File: src/rtl/agu_pkg.sv
package agu_pkg;
  typedef enum logic [2:0] {
    BASE_ZERO  = 3'd0,
    BASE_PC    = 3'd1,
    BASE_SAVED = 3'd2,
    BASE_STACK = 3'd3,
    BASE_PTR_P = 3'd4,
    BASE_PTR_Q = 3'd5
  } base_sel_e;

  localparam int OFS_N    = 6;
  localparam int OFS_REL  = 4;
  localparam int OFS_PAIR = 5;

  // constant weight of offset bits 0..2, identical on both paths
  function automatic int const_weight(int idx);
    case (idx)
      0:       return 1;
      1:       return 2;
      2:       return -1;
      default: return 0;
    endcase
  endfunction

  // add a signed integer to an unsigned word, wrapping at the word width
  function automatic logic [31:0] wrap_add(logic [31:0] acc, int term);
    return acc + 32'(term);
  endfunction
endpackage

File: src/rtl/agu_base_sel.sv
module agu_base_sel #(
  parameter int AW = 16
) (
  input  logic [2:0]    sel,
  input  logic [AW-1:0] pc,
  input  logic [AW-1:0] sv,
  input  logic [AW-1:0] sp,
  input  logic [AW-1:0] pp,
  input  logic [AW-1:0] pq,
  output logic [AW-1:0] base
);
  import agu_pkg::*;

  always_comb begin
    case (base_sel_e'(sel))
      BASE_PC:    base = pc;
      BASE_SAVED: base = sv;
      BASE_STACK: base = sp;
      BASE_PTR_P: base = pp;
      BASE_PTR_Q: base = pq;
      default:    base = '0;
    endcase
  end
endmodule

File: src/rtl/agu_ofs_gen.sv
module agu_ofs_gen #(
  parameter int AW      = 16,
  parameter int BW      = 8,
  parameter bit WB_PATH = 1'b0
) (
  input  logic [agu_pkg::OFS_N-1:0] en,
  input  logic                      inc,
  input  logic [BW-1:0]             t,
  input  logic [BW-1:0]             u,
  output logic [AW-1:0]             ofs
);
  import agu_pkg::*;

  localparam int PAIR_W = 2 * BW;

  int k3;
  generate
    if (WB_PATH) begin : g_wb_k3
      assign k3 = -2;
    end else begin : g_ab_k3
      assign k3 = -4;
    end
  endgenerate

  logic [AW-1:0] rel_ext;
  logic [AW-1:0] pair_ext;
  assign rel_ext  = {{(AW-BW){t[BW-1]}}, t};
  assign pair_ext = AW'({u, t});

  logic [31:0] acc;
  always_comb begin
    acc = '0;
    for (int i = 0; i < 3; i++) begin
      if (en[i]) acc = wrap_add(acc, const_weight(i));
    end
    if (en[3])        acc = wrap_add(acc, k3);
    if (en[OFS_REL])  acc = acc + 32'(rel_ext);
    if (en[OFS_PAIR]) acc = acc + 32'(pair_ext);
    if (inc)          acc = acc + 32'd1;
  end

  assign ofs = acc[AW-1:0];

  logic unused_pair;
  assign unused_pair = (PAIR_W > AW);
endmodule

File: src/rtl/agu_core.sv
module agu_core #(
  parameter int AW = 16,
  parameter int BW = 8
) (
  input  logic          clk,
  input  logic          rst_n,
  input  logic [2:0]    ab_sel,
  input  logic [5:0]    ab_ofs,
  input  logic          ab_inc,
  input  logic [2:0]    wb_sel,
  input  logic [5:0]    wb_ofs,
  input  logic          wb_inc,
  input  logic [BW-1:0] t_val,
  input  logic [BW-1:0] u_val,
  input  logic          pc_save,
  input  logic          v_save,
  input  logic          s_save,
  input  logic          p_save,
  input  logic          q_save,
  input  logic          ab_drive,
  output logic [AW-1:0] mem_addr,
  output logic          mem_addr_vld,
  output logic [AW-1:0] pc_q,
  output logic [AW-1:0] v_q,
  output logic [AW-1:0] s_q,
  output logic [AW-1:0] p_q,
  output logic [AW-1:0] q_q
);
  localparam int NPTR = 4;

  // internal events exposed for the checker
  logic [AW-1:0] ab_base, ab_offset, ab_sum;
  logic [AW-1:0] wb_base, wb_offset, wb_sum;

  logic [AW-1:0] pc_r;
  logic [AW-1:0] ptr_r [NPTR];
  logic [NPTR-1:0] ptr_save;
  assign ptr_save = {q_save, p_save, s_save, v_save};

  agu_base_sel #(.AW(AW)) u_ab_base (
    .sel(ab_sel), .pc(pc_r), .sv(ptr_r[0]), .sp(ptr_r[1]),
    .pp(ptr_r[2]), .pq(ptr_r[3]), .base(ab_base)
  );

  agu_base_sel #(.AW(AW)) u_wb_base (
    .sel(wb_sel), .pc(pc_r), .sv(ptr_r[0]), .sp(ptr_r[1]),
    .pp(ptr_r[2]), .pq(ptr_r[3]), .base(wb_base)
  );

  agu_ofs_gen #(.AW(AW), .BW(BW), .WB_PATH(1'b0)) u_ab_ofs (
    .en(ab_ofs), .inc(ab_inc), .t(t_val), .u(u_val), .ofs(ab_offset)
  );

  agu_ofs_gen #(.AW(AW), .BW(BW), .WB_PATH(1'b1)) u_wb_ofs (
    .en(wb_ofs), .inc(wb_inc), .t(t_val), .u(u_val), .ofs(wb_offset)
  );

  assign ab_sum = ab_base + ab_offset;
  assign wb_sum = wb_base + wb_offset;

  always_ff @(posedge clk or negedge rst_n) begin
    if (!rst_n)       pc_r <= '0;
    else if (pc_save) pc_r <= ab_sum;
  end

  generate
    for (genvar g = 0; g < NPTR; g++) begin : g_ptr
      always_ff @(posedge clk or negedge rst_n) begin
        if (!rst_n)           ptr_r[g] <= '0;
        else if (ptr_save[g]) ptr_r[g] <= wb_sum;
      end
    end
  endgenerate

  assign mem_addr     = ab_drive ? ab_sum : '0;
  assign mem_addr_vld = ab_drive;
  assign pc_q = pc_r;
  assign v_q  = ptr_r[0];
  assign s_q  = ptr_r[1];
  assign p_q  = ptr_r[2];
  assign q_q  = ptr_r[3];
endmodule

File: config.mk
export PLATFORM = sky130hd
export DESIGN_NAME = agu_core
export DESIGN_NICKNAME = d
export VERILOG_FILES = /design/src/rtl/agu_pkg.sv /design/src/rtl/agu_base_sel.sv /design/src/rtl/agu_ofs_gen.sv /design/src/rtl/agu_core.sv
export SDC_FILE = /design/constraint.sdc
export NUM_CORES = 1
export LEC_CHECK = 0
export BUFFER_PORTS_ARGS = -buffer_cell sky130_fd_sc_hd__buf_2
export CORE_UTILIZATION = 48
export CTS_CLUSTER_DIAMETER = 50
export DETAILED_ROUTE_END_ITERATION = 10
export PLACE_DENSITY = 0.79
export REMOVE_ABC_BUFFERS = 1
export SLEW_MARGIN = 20
export SYNTH_ARGS = -nofsm -noshare
export SYNTH_HDL_FRONTEND = slang
export SYNTH_SLANG_ARGS = --single-unit
File: constraint.sdc
create_clock -name clk -period 8.05 [get_ports clk]
set_input_delay 0.805 -clock clk [delete_from_list [all_inputs] [get_ports clk]]
set_output_delay 0.805 -clock clk [all_outputs]
set_load 0.02 [all_outputs]
# Word level (Yosys, flattened, before mapping)
# Index checks and enable logic that the tools add are counted.
# Widths: inputs -> output; s select.
# word_totals
register_bits,80
output_inout_bits,97
elab_cells,50
# classes
muxes,21
n_addsub,14
eq_ne,10
# op_table
cell,count
$mux 16,17
$pmux 16 s5,2
$add 16x16->16,8
$add 1x16->16,2
$add 16x1->16 const B,2
$add 16x16->16 const B,2
$eq 3x2->1 const B,4
$eq 3x3->1 const B,4
$eq 3x1->1 const B,2
$mux 1,2

# Depth between registers and ports, before layout
# depth
depth_word,15
ltp_mapped,32
mapped_depth_nobuf,32

# By module
# Synthesis repeated with hierarchy kept, for this count alone.
# hier_totals
cells_unflattened,1163
area_unflattened_um2,10187.3
# modules_own_cells
mod,seq_area_each_um2,instances,cells_per_inst,area_per_inst_um2
agu_core,2001.9,1,432,4649.5
agu_ofs_gen (u_wb_ofs),0.0,1,280,2078.2
agu_ofs_gen (u_ab_ofs),0.0,1,265,1980.6
agu_base_sel,0.0,2,93,739.5

# Worst setup path after synthesis
# No wires, ideal clock.
# synth_path
path_type,input -> output
start,input port ab_ofs[1]
end,output port mem_addr[15]
setup_slack_ps,862
arrival_time_ps,6383
cell_stages,25
path_cell_list,inv_1 -> ha_1 -> nand2_1 -> ha_1 -> inv_1 -> ha_1 -> and2_1 -> a22o_1 -> nor3_1 -> fa_1 -> a21oi_1 -> ha_1 -> nand2_1 -> o21a_1 -> or4b_2 -> nand3_1 -> nand4_2 -> or3_1 -> xor2_1 -> ha_1 -> and4_1 -> a221o_1 -> xor2_1 -> xnor3_1 -> nor2b_1
# synth_between
elab_chain_len,13
# synth_rtl
item,line_no,source
start: declaration,agu_core.sv:8,"input logic [5:0] ab_ofs,"
$mux 16 (*),agu_ofs_gen.sv:34,"if (en[i]) acc = wrap_add(acc, const_weight(i));"
$add 16x16->16,agu_pkg.sv:27,return acc + 32'(term);
$mux 16 (*),agu_ofs_gen.sv:34,
$add 16x16->16,agu_pkg.sv:27,
$mux 16 (*),agu_ofs_gen.sv:36,"if (en[3]) acc = wrap_add(acc, k3);"
$add 16x16->16,agu_ofs_gen.sv:37,if (en[OFS_REL]) acc = acc + 32'(rel_ext);
$mux 16 (*),agu_ofs_gen.sv:37,
$add 16x16->16,agu_ofs_gen.sv:38,if (en[OFS_PAIR]) acc = acc + 32'(pair_ext);
$mux 16 (*),agu_ofs_gen.sv:38,
$add 16x1->16,agu_ofs_gen.sv:39,if (inc) acc = acc + 32'd1;
$mux 16 (*),agu_ofs_gen.sv:39,
$add 16x16->16 (*),agu_core.sv:58,assign ab_sum = ab_base + ab_offset;
$mux 16 (*),agu_core.sv:75,assign mem_addr = ab_drive ? ab_sum : '0;
end: declaration,agu_core.sv:21,"output logic [AW-1:0] mem_addr,"
# Mark *: on every way between the ends. The rest lies on a longest branch, timed or not.

# Worst setup path after layout
# layout_path
start,input port ab_ofs[0]
end,output port mem_addr[15]
# layout_between
elab_chain_len,15
# layout_rtl
item,line_no
$mux 1 (*),agu_ofs_gen.sv:34
$add 1x16->16,agu_pkg.sv:27
$mux 16 (*),agu_ofs_gen.sv:34
$add 16x16->16,agu_pkg.sv:27
$mux 16 (*),agu_ofs_gen.sv:34
$add 16x16->16,agu_pkg.sv:27
$mux 16 (*),agu_ofs_gen.sv:36
$add 16x16->16,agu_ofs_gen.sv:37
$mux 16 (*),agu_ofs_gen.sv:37
$add 16x16->16,agu_ofs_gen.sv:38
$mux 16 (*),agu_ofs_gen.sv:38
$add 16x1->16,agu_ofs_gen.sv:39
$mux 16 (*),agu_ofs_gen.sv:39
$add 16x16->16 (*),agu_core.sv:58
$mux 16 (*),agu_core.sv:75
# Marks and branches as above.

==> impl_metrics.toml <==
[floorplan]
io_pins = 141
initial_core_util_pct = 49.2
die_x_um = 144
die-area_um2 = 20700
rows = 51
coreArea_um2 = 19600
die_y_um = 144

[synth]
ys_types = 80
yosys.area.top_type_share_pct = 20.8
synth_top_family_by_area = "compound AO/OA/AOI/OAI gates"
synth_top_cell_by_area = "dfrtp_1"
ys_seq_elements = 80
synth_fa_ha_area_share_pct = 13.3
synthesis.area_um2 = 9640
synth_flop_cell = "dfrtp_1"
syn_inst = 1091
synth-compound-area-share_pct = 22.3
ys_seq_area_share_pct = 20.8
synth_area_leaders = "dfrtp_1, mux2_2, ha_1, mux2i_1, xnor2_1"
synth-simple-area-share_pct = 15.3
synthXorXnorAreaFrac_pct = 7.14
ys_async_sr_fraction_pct = 100
synthMuxAreaShare_pct = 17.4
syn_avg_cell_area_um2 = 8.84
yosys_warnings = 0
synth_edf_count = 0

[clocking]
root_buffer = "clkbuf_16"
htreeDepth = 3
path_clk_slew_ns = 0.06
clock_latency_ns = 0.34
cts_sinks = 80
cts_buffers = 9
cts_hold_buf = 0
cts_buffer_depth = 2
cts_tree = "done"

[finish]
synthToLayoutAreaGrowth_pct = 14.1
drive_above_1_share_pct = 26.1
layout_commonest_cell = "buf_2"
final_cell_mix = "buf_2, mux2_2, ha_1"
fin_area_um2 = 11000
fin_util_pct = 56.1
nets = 1349
insertedDiodeCount = 0

[grt]
overflow = 0
grt_use_total_pct = 28.2
grt_pass1_wl_um = 45400
grt_antenna_before_repair = 1
grt_max_degree = 81
grt_pass1_vias = 8699

[sta]
final.setup_skew_ns = 0.0108
tightest_slew_ns = 0.892
drv_slew = 0
finalSetupViolCount = 0
layout_worst_path_cycle_share_pct = 96.9
slew_headroom_pct = 40.6
period_minus_slack_ns = 7.80
setup_ws_ns = 0.252
timing_hold_violations_final = 0
max_freq_mhz = 128

[setup_path]
cp.required_ns = 7.24
rr_endpoint = "p_q[14]$_DFFE_PN0P_"
crit_path_end_kind = "output port"
crit_start = "ab_ofs[0]"
cp_max_fo = 9
reg2reg_setup_slack_ns = 4.07
worstSetupPathType = "input port to output port"
start_kind = "input port"
arrival_ns = 6.99
rr_startpoint = "pc_q[0]$_DFFE_PN0P_"
r2r_cells = 15

[job]
drv_cap = 0

[placement]
portBuffers = 140
dpl-instance-area_um2 = 10600
post-place-ws_ns = 0.0449
place.gp.congestion = 0.939
dpl.hpwl_um = 21900

[pwr]
ir_drop_mv = 0.164
powerDensity_nw_per_um2 = 348
leakagePower_nw = 4.98

[drt]
drt-initial-drc-count = 814
ant_nets = 0
vias = 9427
drc_errors = 0
via_per_inst = 6.38
drtPass1Iterations = 5
detail_route.wl_per_cell_um = 20.0
wirelength_um = 29500

[outcome]
status = "completed"

[min_path]
worstHoldPathType = "input port to asynchronous set/reset pin"
how the worst max path moves through the flow:
stage | end
after floorplan | mem_addr[15]
after global placement | mem_addr[15]
after detailed placement | mem_addr[15]
after CTS | mem_addr[15]
after global routing | mem_addr[15]
final | mem_addr[15]
metrics by stage:
step                setup TNS, ns  instances  total power, mW  hold slack, ns
floorplan                       0       1040             2.55           0.509
global placement                0       1458             3.25           0.528
detailed placement              0       1458             3.32           0.544
CTS                             0       1474             3.76           0.557
global route              -0.0248       1477             4.07           0.572
finish                          0       1477             3.83           0.514
logic make-up (layout without fill, tap and decap cells):
kind of cell,count (synthesis),in the layout
mux,154,154
compound gates,305,305
flops,80,80
buf+inv,99,220
fa+ha+maj,98,98
xor+xnor,77,77
simple gates,278,278
final cells by class:
cell class | count | area (um^2)
tap | 265 | 332
inverter | 48 | 183
multi-input combinational | 912 | 7350
sequential | 80 | 2000
timing repair buffer | 156 | 827
clock inverter | 6 | 66.3
clock buffer | 10 | 239
fill | 1760 | 8590
critical path: stages:
cell,delay (ns)
buf_2,0.09
inv_1,0.04
ha_1,0.18
nand2_1,0.07
ha_2,0.23
inv_4,0.08
ha_2,0.40
nand4_1,0.12
a21oi_2,0.19
nor3_2,0.08
fa_1,0.52
a21oi_2,0.07
ha_2,0.24
or4_1,0.46
o31a_1,0.29
buf_4,0.15
or3_1,0.31
a31o_1,0.26
xnor2_1,0.19
ha_1,0.24
or3_1,0.37
a211o_1,0.23
o311a_1,0.15
a221o_1,0.37
xor2_1,0.19
xnor3_2,0.31
nor2b_1,0.15
buf_2,0.18
synth_stat cells (5+ instances only):
cell type	number
or3_1	11
nand3_1	20
a211oi_1	20
buf_1	5
xnor2_1	51
nand2b_1	12
a31oi_1	10
nor2_1	62
and2_1	21
inv_1	45
o22ai_1	31
nor3_1	22
nand4_1	7
fa_1	7
clkbuf_1	43
nor2b_1	23
and3_1	9
o211ai_1	6
o31a_1	5
dfrtp_1	80
ha_1	91
mux2_2	105
a21oi_1	58
nand2_1	54
o21ai_0	26
a2111oi_0	8
and4_1	5
xor2_1	25
o21a_1	9
a21o_1	27
a221oi_1	13
mux2i_1	49
a22oi_1	31
nor4_1	6
o21ai_1	11
power by group:
group | internal (mW) | switching [mW]
clock | 0.250 | 0.173
sequential | 0.619 | 0.245
combinational | 1.06 | 1.48
layer usage:
metal	global-route usage, %	routed length [um]	vias to the layer above
met5	0	11	-
met4	11.3	967	2
met3	4.23	2420	84
met2	45.4	13200	544
met1	37.8	13000	4448
li1	-	-	4349
registers in the layout, indices dropped and copies added (netlist names):
name  cells
p_q      16
pc_q     16
q_q      16
s_q      16
v_q      16
repair_timing:
item,CTS,global route
setup endpoints to repair,0,9
resized for setup,0,26
buffers inserted,0,3
endpoints found under the hold margin,0,0
Note: power is estimated with default switching activity, not from simulation.
